--- config.mk ---
export PLATFORM = sky130hd
export DESIGN_NAME = ibr_bridge
export DESIGN_NICKNAME = d
export VERILOG_FILES = /design/src/rtl/ibr_pkg.sv /design/src/rtl/ibr_cap_word.sv /design/src/rtl/ibr_wdata_hold.sv /design/src/rtl/ibr_cmd_ctrl.sv /design/src/rtl/ibr_bridge.sv
export SDC_FILE = /design/constraint.sdc
export NUM_CORES = 1
export LEC_CHECK = 0
export BUFFER_PORTS_ARGS = -buffer_cell sky130_fd_sc_hd__buf_4
export CAP_MARGIN = 5
export CORE_ASPECT_RATIO = 0.7
export CORE_UTILIZATION = 47
export CTS_CLUSTER_DIAMETER = 30
export DETAILED_ROUTE_END_ITERATION = 16
export PLACE_DENSITY = 0.86
export SYNTH_ARGS = -nofsm -noshare
export SYNTH_HDL_FRONTEND = slang
export SYNTH_SLANG_ARGS = --single-unit
--- constraint.sdc ---
create_clock -name clk -period 4.9 [get_ports clk]
set_input_delay 0.98 -clock clk [delete_from_list [all_inputs] [get_ports clk]]
set_output_delay 0.98 -clock clk [all_outputs]
set_load 0.005 [all_outputs]
--- src/rtl/ibr_pkg.sv ---
package ibr_pkg;

   // Host window width and register offsets (byte offsets)
   localparam int HOST_DW = 64;
   localparam int OFF_CAP = 8'h08;
   localparam int OFF_CMD = 8'h10;
   localparam int OFF_RDV = 8'h18;
   localparam int OFF_WDV = 8'h20;

   // Command word bit positions
   localparam int CMD_WR_BIT = 8;
   localparam int CMD_RD_BIT = 9;
   localparam int CMD_W      = 10;

   // Capability word field positions
   localparam int CAP_SHIFT_LSB = 1;
   localparam int CAP_DW_LSB    = 2;
   localparam int CAP_NCS_LSB   = 8;
   localparam int CAP_CPOL_LSB  = 14;
   localparam int CAP_CPHA_LSB  = 15;
   localparam int CAP_CLK_LSB   = 22;
   localparam int CAP_PID_LSB   = 32;

   typedef enum logic [1:0] {
      XS_IDLE = 2'd0,
      XS_WR   = 2'd1,
      XS_RD   = 2'd2
   } xfer_state_t;

endpackage

--- src/rtl/ibr_cap_word.sv ---
module ibr_cap_word #(
   parameter int SHIFT_LSB_FIRST = 0,
   parameter int DATA_BITS       = 32,
   parameter int NUM_CS          = 1,
   parameter int CLK_POL         = 0,
   parameter int CLK_PHA         = 0,
   parameter int SCLK_FIELD      = 0,
   parameter int PERIPH_ID       = 0
) (
   output logic [ibr_pkg::HOST_DW-1:0] cap
);
   import ibr_pkg::*;

   // Elaboration-time range checks on every field
   generate
      if (SHIFT_LSB_FIRST < 0 || SHIFT_LSB_FIRST > 1) begin : g_bad_shift
         $error("SHIFT_LSB_FIRST must be 0 or 1");
      end
      if (DATA_BITS < 1 || DATA_BITS > 63) begin : g_bad_dw
         $error("DATA_BITS must fit in 6 bits and be nonzero");
      end
      if (NUM_CS < 0 || NUM_CS > 63) begin : g_bad_ncs
         $error("NUM_CS must fit in 6 bits");
      end
      if (CLK_POL < 0 || CLK_POL > 1 || CLK_PHA < 0 || CLK_PHA > 1) begin : g_bad_mode
         $error("clock mode fields must be 0 or 1");
      end
      if (SCLK_FIELD < 0 || SCLK_FIELD > 1023) begin : g_bad_clk
         $error("SCLK_FIELD must fit in 10 bits");
      end
      if (PERIPH_ID < 0 || PERIPH_ID > 65535) begin : g_bad_pid
         $error("PERIPH_ID must fit in 16 bits");
      end
   endgenerate

   always_comb begin
      cap = '0;
      cap[CAP_SHIFT_LSB]              = 1'(SHIFT_LSB_FIRST);
      cap[CAP_DW_LSB +: 6]            = 6'(DATA_BITS);
      cap[CAP_NCS_LSB +: 6]           = 6'(NUM_CS);
      cap[CAP_CPOL_LSB]               = 1'(CLK_POL);
      cap[CAP_CPHA_LSB]               = 1'(CLK_PHA);
      cap[CAP_CLK_LSB +: 10]          = 10'(SCLK_FIELD);
      cap[CAP_PID_LSB +: 16]          = 16'(PERIPH_ID);
   end

endmodule

--- src/rtl/ibr_wdata_hold.sv ---
module ibr_wdata_hold #(
   parameter int REG_W = 32
) (
   input  logic             clk,
   input  logic             rst_n,
   input  logic             we,
   input  logic [REG_W-1:0] d,
   input  logic             hold,
   output logic [REG_W-1:0] q
);

   always_ff @(posedge clk) begin
      if (!rst_n) begin
         q <= '0;
      end else if (we && !hold) begin
         q <= d;
      end
   end


   wdata_hold_chk: assert property (@(posedge clk) disable iff (!rst_n)
      (hold && we) |=> $stable(q));

endmodule

--- src/rtl/ibr_cmd_ctrl.sv ---
module ibr_cmd_ctrl #(
   parameter int RADDR_W = 8,
   parameter int REG_W   = 32
) (
   input  logic                        clk,
   input  logic                        rst_n,
   input  logic                        cmd_we,
   input  logic [ibr_pkg::CMD_W-1:0]   cmd_word,
   input  logic                        dn_ack,
   input  logic [REG_W-1:0]            dn_rdata,
   output logic [RADDR_W-1:0]          dn_addr,
   output logic                        dn_wr,
   output logic                        dn_rd,
   output logic [REG_W-1:0]            rd_value,
   output logic                        wr_busy
);
   import ibr_pkg::*;

   xfer_state_t          state_q;
   logic [RADDR_W-1:0]   addr_q;
   logic [REG_W-1:0]     rdat_q;
   logic                 busy;

   generate
      if (RADDR_W < CMD_WR_BIT) begin : g_addr_gap
         logic unused_gap;
         assign unused_gap = ^cmd_word[CMD_WR_BIT-1:RADDR_W];
      end
   endgenerate

   always_ff @(posedge clk) begin
      if (!rst_n) begin
         state_q <= XS_IDLE;
         addr_q  <= '0;
         rdat_q  <= '0;
      end else begin
         case (state_q)
            XS_IDLE: begin
               if (cmd_we) begin
                  addr_q <= cmd_word[RADDR_W-1:0];
                  if (cmd_word[CMD_WR_BIT]) begin
                     state_q <= XS_WR;
                  end else if (cmd_word[CMD_RD_BIT]) begin
                     state_q <= XS_RD;
                  end
               end
            end
            XS_WR: begin
               if (dn_ack) state_q <= XS_IDLE;
            end
            XS_RD: begin
               if (dn_ack) begin
                  state_q <= XS_IDLE;
                  rdat_q  <= dn_rdata;
               end
            end
            default: state_q <= XS_IDLE;
         endcase
      end
   end

   assign busy     = (state_q != XS_IDLE);
   assign dn_wr    = (state_q == XS_WR);
   assign dn_rd    = (state_q == XS_RD);
   assign dn_addr  = addr_q;
   assign rd_value = rdat_q;
   assign wr_busy  = dn_wr;


   hold_strobe_chk: assert property (@(posedge clk) disable iff (!rst_n)
      ((dn_wr || dn_rd) && !dn_ack) |=> (dn_wr == $past(dn_wr)) && (dn_rd == $past(dn_rd)));


   hold_addr_chk: assert property (@(posedge clk) disable iff (!rst_n)
      ((dn_wr || dn_rd) && !dn_ack) |=> $stable(dn_addr));


   release_chk: assert property (@(posedge clk) disable iff (!rst_n)
      ((dn_wr || dn_rd) && dn_ack) |=> !(dn_wr || dn_rd));


   capture_chk: assert property (@(posedge clk) disable iff (!rst_n)
      (dn_rd && dn_ack) |=> (rd_value == $past(dn_rdata)));


   write_wins_chk: assert property (@(posedge clk) disable iff (!rst_n)
      (!busy && cmd_we && cmd_word[CMD_WR_BIT] && cmd_word[CMD_RD_BIT]) |=> (dn_wr && !dn_rd));


   busy_cmd_chk: assert property (@(posedge clk) disable iff (!rst_n)
      (busy && cmd_we && !dn_ack) |=> $stable(dn_addr) && $stable(dn_wr) && $stable(dn_rd));


   idle_ack_chk: assert property (@(posedge clk) disable iff (!rst_n)
      (!busy && !cmd_we && dn_ack) |=> $stable(rd_value) && !dn_wr && !dn_rd);

endmodule

--- src/rtl/ibr_bridge.sv ---
module ibr_bridge #(
   parameter int HOST_AW         = 6,
   parameter int RADDR_W         = 8,
   parameter int REG_W           = 32,
   parameter int SHIFT_LSB_FIRST = 0,
   parameter int DATA_BITS       = 32,
   parameter int NUM_CS          = 1,
   parameter int CLK_POL         = 0,
   parameter int CLK_PHA         = 0,
   parameter int SCLK_FIELD      = 0,
   parameter int PERIPH_ID       = 0
) (
   input  logic                         clk,
   input  logic                         rst_n,
   input  logic [HOST_AW-1:0]           host_addr,
   input  logic                         host_we,
   input  logic [ibr_pkg::HOST_DW-1:0]  host_wdata,
   output logic [ibr_pkg::HOST_DW-1:0]  host_rdata,
   output logic [RADDR_W-1:0]           dn_addr,
   output logic [REG_W-1:0]             dn_wdata,
   output logic                         dn_wr,
   output logic                         dn_rd,
   input  logic                         dn_ack,
   input  logic [REG_W-1:0]             dn_rdata
);
   import ibr_pkg::*;

   generate
      if (HOST_AW < 6) begin : g_bad_aw
         $error("HOST_AW too small to reach offset 0x20");
      end
      if (RADDR_W < 1 || RADDR_W > CMD_WR_BIT) begin : g_bad_raw
         $error("RADDR_W must sit below the write request bit");
      end
      if (REG_W < CMD_W || REG_W > 32) begin : g_bad_regw
         $error("REG_W must be between 10 and 32");
      end
   endgenerate

   localparam logic [HOST_AW-1:0] A_CAP = HOST_AW'(OFF_CAP);
   localparam logic [HOST_AW-1:0] A_CMD = HOST_AW'(OFF_CMD);
   localparam logic [HOST_AW-1:0] A_RDV = HOST_AW'(OFF_RDV);
   localparam logic [HOST_AW-1:0] A_WDV = HOST_AW'(OFF_WDV);

   logic [HOST_DW-1:0] cap_word;
   logic [REG_W-1:0]   rd_value;
   logic               wr_busy;
   logic               cmd_we;
   logic               wdv_we;
   logic               unused_hi_bits;

   assign cmd_we = host_we && (host_addr == A_CMD);
   assign wdv_we = host_we && (host_addr == A_WDV);
   assign unused_hi_bits = ^host_wdata[HOST_DW-1:REG_W];

   ibr_cap_word #(
      .SHIFT_LSB_FIRST (SHIFT_LSB_FIRST),
      .DATA_BITS       (DATA_BITS),
      .NUM_CS          (NUM_CS),
      .CLK_POL         (CLK_POL),
      .CLK_PHA         (CLK_PHA),
      .SCLK_FIELD      (SCLK_FIELD),
      .PERIPH_ID       (PERIPH_ID)
   ) i_cap (
      .cap (cap_word)
   );

   ibr_wdata_hold #(
      .REG_W (REG_W)
   ) i_wdv (
      .clk   (clk),
      .rst_n (rst_n),
      .we    (wdv_we),
      .d     (host_wdata[REG_W-1:0]),
      .hold  (wr_busy),
      .q     (dn_wdata)
   );

   ibr_cmd_ctrl #(
      .RADDR_W (RADDR_W),
      .REG_W   (REG_W)
   ) i_cmd (
      .clk      (clk),
      .rst_n    (rst_n),
      .cmd_we   (cmd_we),
      .cmd_word (host_wdata[CMD_W-1:0]),
      .dn_ack   (dn_ack),
      .dn_rdata (dn_rdata),
      .dn_addr  (dn_addr),
      .dn_wr    (dn_wr),
      .dn_rd    (dn_rd),
      .rd_value (rd_value),
      .wr_busy  (wr_busy)
   );

   always_comb begin
      host_rdata = '0;
      case (host_addr)
         A_CAP: host_rdata = cap_word;
         A_CMD: begin
            host_rdata[RADDR_W-1:0] = dn_addr;
            host_rdata[CMD_WR_BIT]  = dn_wr;
            host_rdata[CMD_RD_BIT]  = dn_rd;
         end
         A_RDV: host_rdata[REG_W-1:0] = rd_value;
         A_WDV: host_rdata[REG_W-1:0] = dn_wdata;
         default: host_rdata = '0;
      endcase
   end

endmodule

Word-level counts from Yosys, hierarchy flattened
Cells that the tools add are included.
Widths: inputs -> output; s select.
{"block": "totals", "reg_bits": 74, "latchBits": 0, "mem_bits_rw": 0, "rom_bits": 0, "in_bits": 106, "out_inout_bits": 106, "elab_cells": 29, "n_memories": 0}
{"block": "op_classes", "n_addsub": 0, "multipliers": 0, "div": 0, "magnitude_cmp": 0, "eq_ne": 9, "shifts": 0, "mux": 7, "n_bitwise": 0, "reduce_logical": 9}
{"cell": "$pmux 22 s2", "count": 1}
{"cell": "$pmux 10 s4", "count": 1}
{"cell": "$eq 6x5->1 const B", "count": 2}
{"cell": "$mux 2", "count": 4}
{"cell": "$eq 6x4->1 const B", "count": 1}
{"cell": "$eq 6x6->1 const B", "count": 1}
{"cell": "$pmux 2 s2", "count": 1}
{"cell": "$reduce_and 2->1", "count": 2}
{"cell": "$logic_and 1x1->1", "count": 3}
{"cell": "$ne 3x3->1 const B", "count": 1}
{"cell": "$reduce_and 3->1", "count": 1}
{"cell": "$eq 2x1->1 const B", "count": 1}
{"cell": "$eq 2x2->1 const B", "count": 1}
{"cell": "$logic_not 2->1", "count": 1}
{"cell": "$ne 2x1->1 const B", "count": 1}
{"cell": "$ne 2x2->1 const B", "count": 1}
{"cell": "$reduce_or 2->1", "count": 1}
{"cell": "$logic_not 1->1", "count": 1}

Depth between registers and ports, before layout
{"block": "logic_depth", "ltp_word": 4, "mapped_depth": 8, "depth_no_buf": 6}

Cells and area by module
From an unflattened synthesis, not the netlist that was laid out.
{"block": "unflattened", "hier_cells": 538, "hier_area_um2": 4509.3}
{"mod": "ibr_cmd_ctrl", "instances": 1, "cells_per_inst": 195, "area_each_um2": 1691.6, "seq_area_each_um2": 840.8}
{"mod": "ibr_wdata_hold", "instances": 1, "cells_per_inst": 140, "area_each_um2": 1323.8, "seq_area_each_um2": 640.6}
{"mod": "ibr_bridge", "instances": 1, "cells_per_inst": 137, "area_each_um2": 1006.0, "seq_area_each_um2": 0.0}
{"mod": "ibr_cap_word", "instances": 1, "cells_per_inst": 66, "area_each_um2": 488.0, "seq_area_each_um2": 0.0}

Least setup slack after synthesis
No wires, ideal clock.
{"block": "synth_timing", "path_type": "input to output", "from": "input host_addr[5]", "to": "output host_rdata[7] in the netlist's numbering", "t_arrival_ns": 2.020, "slack_ns": 1.900, "cell_stages": 5, "cell_sequence": "or4b_4 > nor2_4 > buf_4 > a22oi_1 > nand3_1"}
{"block": "synth_via", "elab_chain_cells": 2}
{"element": "from (decl)", "line_no": "ibr_bridge.sv:15", "rtl": "input logic [HOST_AW-1:0] host_addr,"}
{"element": "$eq 6x6->1 (tied with other cells)", "line_no": "ibr_bridge.sv:98", "rtl": "case (host_addr)"}
{"element": "$pmux 10 s4 *", "line_no": "ibr_bridge.sv:98"}
{"element": "to (decl)", "line_no": "ibr_bridge.sv:18", "rtl": "output logic [ibr_pkg::HOST_DW-1:0] host_rdata,"}
Every way passes the cells marked *; elsewhere a longest branch is shown, timed or not.

Final worst setup path
{"block": "layout_timing", "from": "input host_addr[4]", "to": "output host_rdata[18] in the netlist's numbering"}
{"block": "layout_via", "elab_chain_cells": 2}
{"element": "$eq 6x6->1 / $eq 6x5->1 (equally long branches)", "line_no": "ibr_bridge.sv:98"}
{"element": "$pmux 22 s2 *", "line_no": "ibr_bridge.sv:98"}
Marked as above.

==> results.yml <==
outcome:
  outcome: "finished clean"
hold_path:
  hold_path_startpoint: "i_wdv.q[22]"
  hold_depth: 2
  holdCritPathClass: "reg2reg"
  hold_path_end: "i_wdv.q[22]"
final_layout:
  seqCellArea_sq_um: 1480
  utilization_pct: 67.4
  diodes: 0
  final_cell_count_no_fill: 650
  n_fill_cell: 581
  final_nets: 661
  syn_to_final_growth_pct: 34.7
  multi_input_area_sq_um: 1700
  drive_gt1_share_pct: 30.2
setup_path:
  cp-end-kind: "output port"
  r2r_start: "i_cmd.state_q[0]"
  critPathArrivalTime_ns: 2.84
  path_class: "in2out"
  ff2ff_path_depth: 5
  cp_data_required_time_ns: 3.92
  cp_max_fo: 17
  start_kind: "input port"
  r2r_slack_ns: 2.72
  r2r_end: "i_cmd.rd_value[11]"
grt:
  grt_pass1_wl_um: 15500
  grtUsageTotal_pct: 25.4
  grt-busiest-layer: "met2"
  grt_max_degree: 110
  use_met3_pct: 8.15
  met1_usage_pct: 29.6
  globalRouteOverflowTotal: 0
  antenna_found_initial: 0
  grt_pass1_vias: 3239
  use_met2_pct: 44.7
power_and_ir_drop:
  clockPowerShare_pct: 45.4
  p_leak_nw: 2.27
  p_int_w: 0.000998
  vdd_drop_max_uv: 175
  switching_share_pct: 20.9
  seqPwrFrac_pct: 47.8
  combinationalPowerShare_pct: 6.8
  switching_power_w: 0.000264
  power_density_nw_per_um2: 268
clocking:
  cts_sinks: 74
  cts_resized: 0
  postCtsHoldBufs: 0
  clk_latency_ns: 0.34
  clk_path_buf_depth: 2
  path_clk_slew_ns: 0.07
  numCtsBuffers: 9
  htree_levels: 3
  tritoncts: "done"
  postCtsSetupRepairBufs: 0
  cts.root.buffer_cell: "clkbuf_8"
yosys:
  synth-edff-count: 0
  syn_inst: 426
  async_flop_share_pct: 0
  synthFlopType: "dfxtp_1"
  synth_top_area_share_pct: 42.4
  ys_ff_latch: 74
  synthDistinctLibCells: 29
  synth_area_sq_um: 3490
  yosysTopAreaCell: "dfxtp_1"
  ys_warn_count: 0
  synth_seq_area_share_pct: 42.4
  synth_area_leaders: "dfxtp_1 (42%), nand2_1 (11%), nand3_1 (10%), buf_4 (7.5%), a21boi_0 (6.9%)"
  avgSynthCellArea_sq_um: 8.19
timing:
  worstMarginPinSlew_ns: 1.33
  period_minus_slack_ns: 3.82
  setup_violations: 0
  skew_ns: 0.00517
  slew_viol_final: 0
  fmax_mhz: 262
  hold_viol: 0
  finalSetupTns_ns: 0
  slew_headroom_pct: 11.0
  min_period_over_period_pct: 78.0
  rsz0062_at_grt: "false"
floorplan:
  rows: 25
  die_area_sq_um: 7780
  core_area_sq_um: 6980
  start_util_pct: 50.0
  num_io_pins: 212
  die_w_um: 105
  die_h_um: 74.1
placement:
  routabilityCongestion: 0.764
  dp_cells: 635
  port_buffers: 147
  hpwl_um: 6830
detailed_routing:
  drc: 0
  ant_nets: 0
  wl_um: 10000
  drtIter0Drc: 192
  avgViaCountPerCell: 5.26
  first_pass_iters: 6
  num_vias: 3421
  wl_per_cell_um: 15.4
job:
  cap_violations: 0
[layout by cell type (no fill, tap or decap), types with 9 or more instances in the layout]
cell type  Yosys  routed
a22o_1        22      22
nand3_1       71      71
conb_1         1      32
clkbuf_8       0      10
buf_4         35     150
nand2_1      100     100
nor2b_1        9       9
dfxtp_1       74      74
a21boi_0      32      32
inv_1         11      11
[cell usage after synthesis (2+ instances only)]
| cell | instances |
|---|---|
| mux2i_1 | 8 |
| inv_1 | 11 |
| a22o_1 | 22 |
| nor2b_1 | 9 |
| nand2b_1 | 2 |
| dfxtp_1 | 74 |
| buf_2 | 7 |
| ha_1 | 3 |
| buf_4 | 35 |
| a222oi_1 | 8 |
| a22oi_1 | 2 |
| o31ai_1 | 2 |
| clkbuf_1 | 24 |
| o211ai_1 | 2 |
| nand2_1 | 100 |
| nand3_1 | 71 |
| nor2_1 | 2 |
| a21boi_0 | 32 |
| and2_1 | 2 |
[power by group through the flow]
stage | Sequential (W) | Clock (W) | Combinational (W)
floorplan | 0.000618 | 0 | 0.0000485
global placement | 0.000618 | 0 | 0.0000841
detailed placement | 0.000618 | 0 | 0.0000851
CTS | 0.000604 | 0.000584 | 0.0000854
global route | 0.000604 | 0.000605 | 0.0000938
finish | 0.000604 | 0.000573 | 0.0000863
[worst max-delay path, stage by stage]
cell	delay [ns]
buf_4	0.11
nor3_1	0.41
and2_1	0.66
buf_4	0.36
a22o_1	0.19
buf_4	0.11
[worst max path at each step]
stage,slack [ns],cells past startpoint,from,endpoint
2_1_floorplan,1.90,5,host_addr[5],host_rdata[7]
3_3_place_gp,1.12,6,host_addr[5],host_rdata[8]
3_5_place_dp,1.09,6,host_addr[5],host_rdata[8]
4_1_cts,1.08,6,host_addr[4],host_rdata[18]
5_1_grt,0.92,6,host_addr[4],host_rdata[20]
6_report,1.08,6,host_addr[4],host_rdata[18]
[through the flow]
stage	total power (W)	cell area, sq um	hold slack [ns]	setup slack, ns
6_report	0.00126	4700	0.467	1.08
3_3_place_gp	0.000702	4460	0.450	1.12
2_1_floorplan	0.000666	3610	0.443	1.90
4_1_cts	0.00127	4700	0.471	1.08
5_1_grt	0.00130	4700	0.487	0.924
3_5_place_dp	0.000703	4460	0.459	1.09
[flip-flops by register name, summed over array words and instances, names as in the netlist]
signal,cells
i_cmd.dn_addr,8
i_cmd.state_q,2
i_cmd.rd_value,32
i_wdv.q,32
[final cells by class]
| type | instances | share of cell area [%] |
|---|---|---|
| inverters | 11 | 0.878 |
| clock inverters | 5 | 2.18 |
| repair buffers | 150 | 23.9 |
| clock buffers | 10 | 2.93 |
| flip-flops and latches | 74 | 31.5 |
| well taps | 94 | 2.50 |
| multi-input cells | 306 | 36.1 |
[layer usage]
layer,wire (um),vias up
li1,-,1642
met1,4110,1614
met2,4950,154
met3,852,11
met4,97,0
met5,0,-
[kinds of logic after synthesis]
kind of cell / after synthesis / synth area share (%)
fa+ha+maj: 3 / 1.08
flops: 74 / 42.4
compound gates: 69 / 16.2
buf+inv: 77 / 12.3
simple gates: 194 / 25.6
other cells: 1 / 0.107
mux: 8 / 2.29
Note: power is estimated with default switching activity, not from simulation.
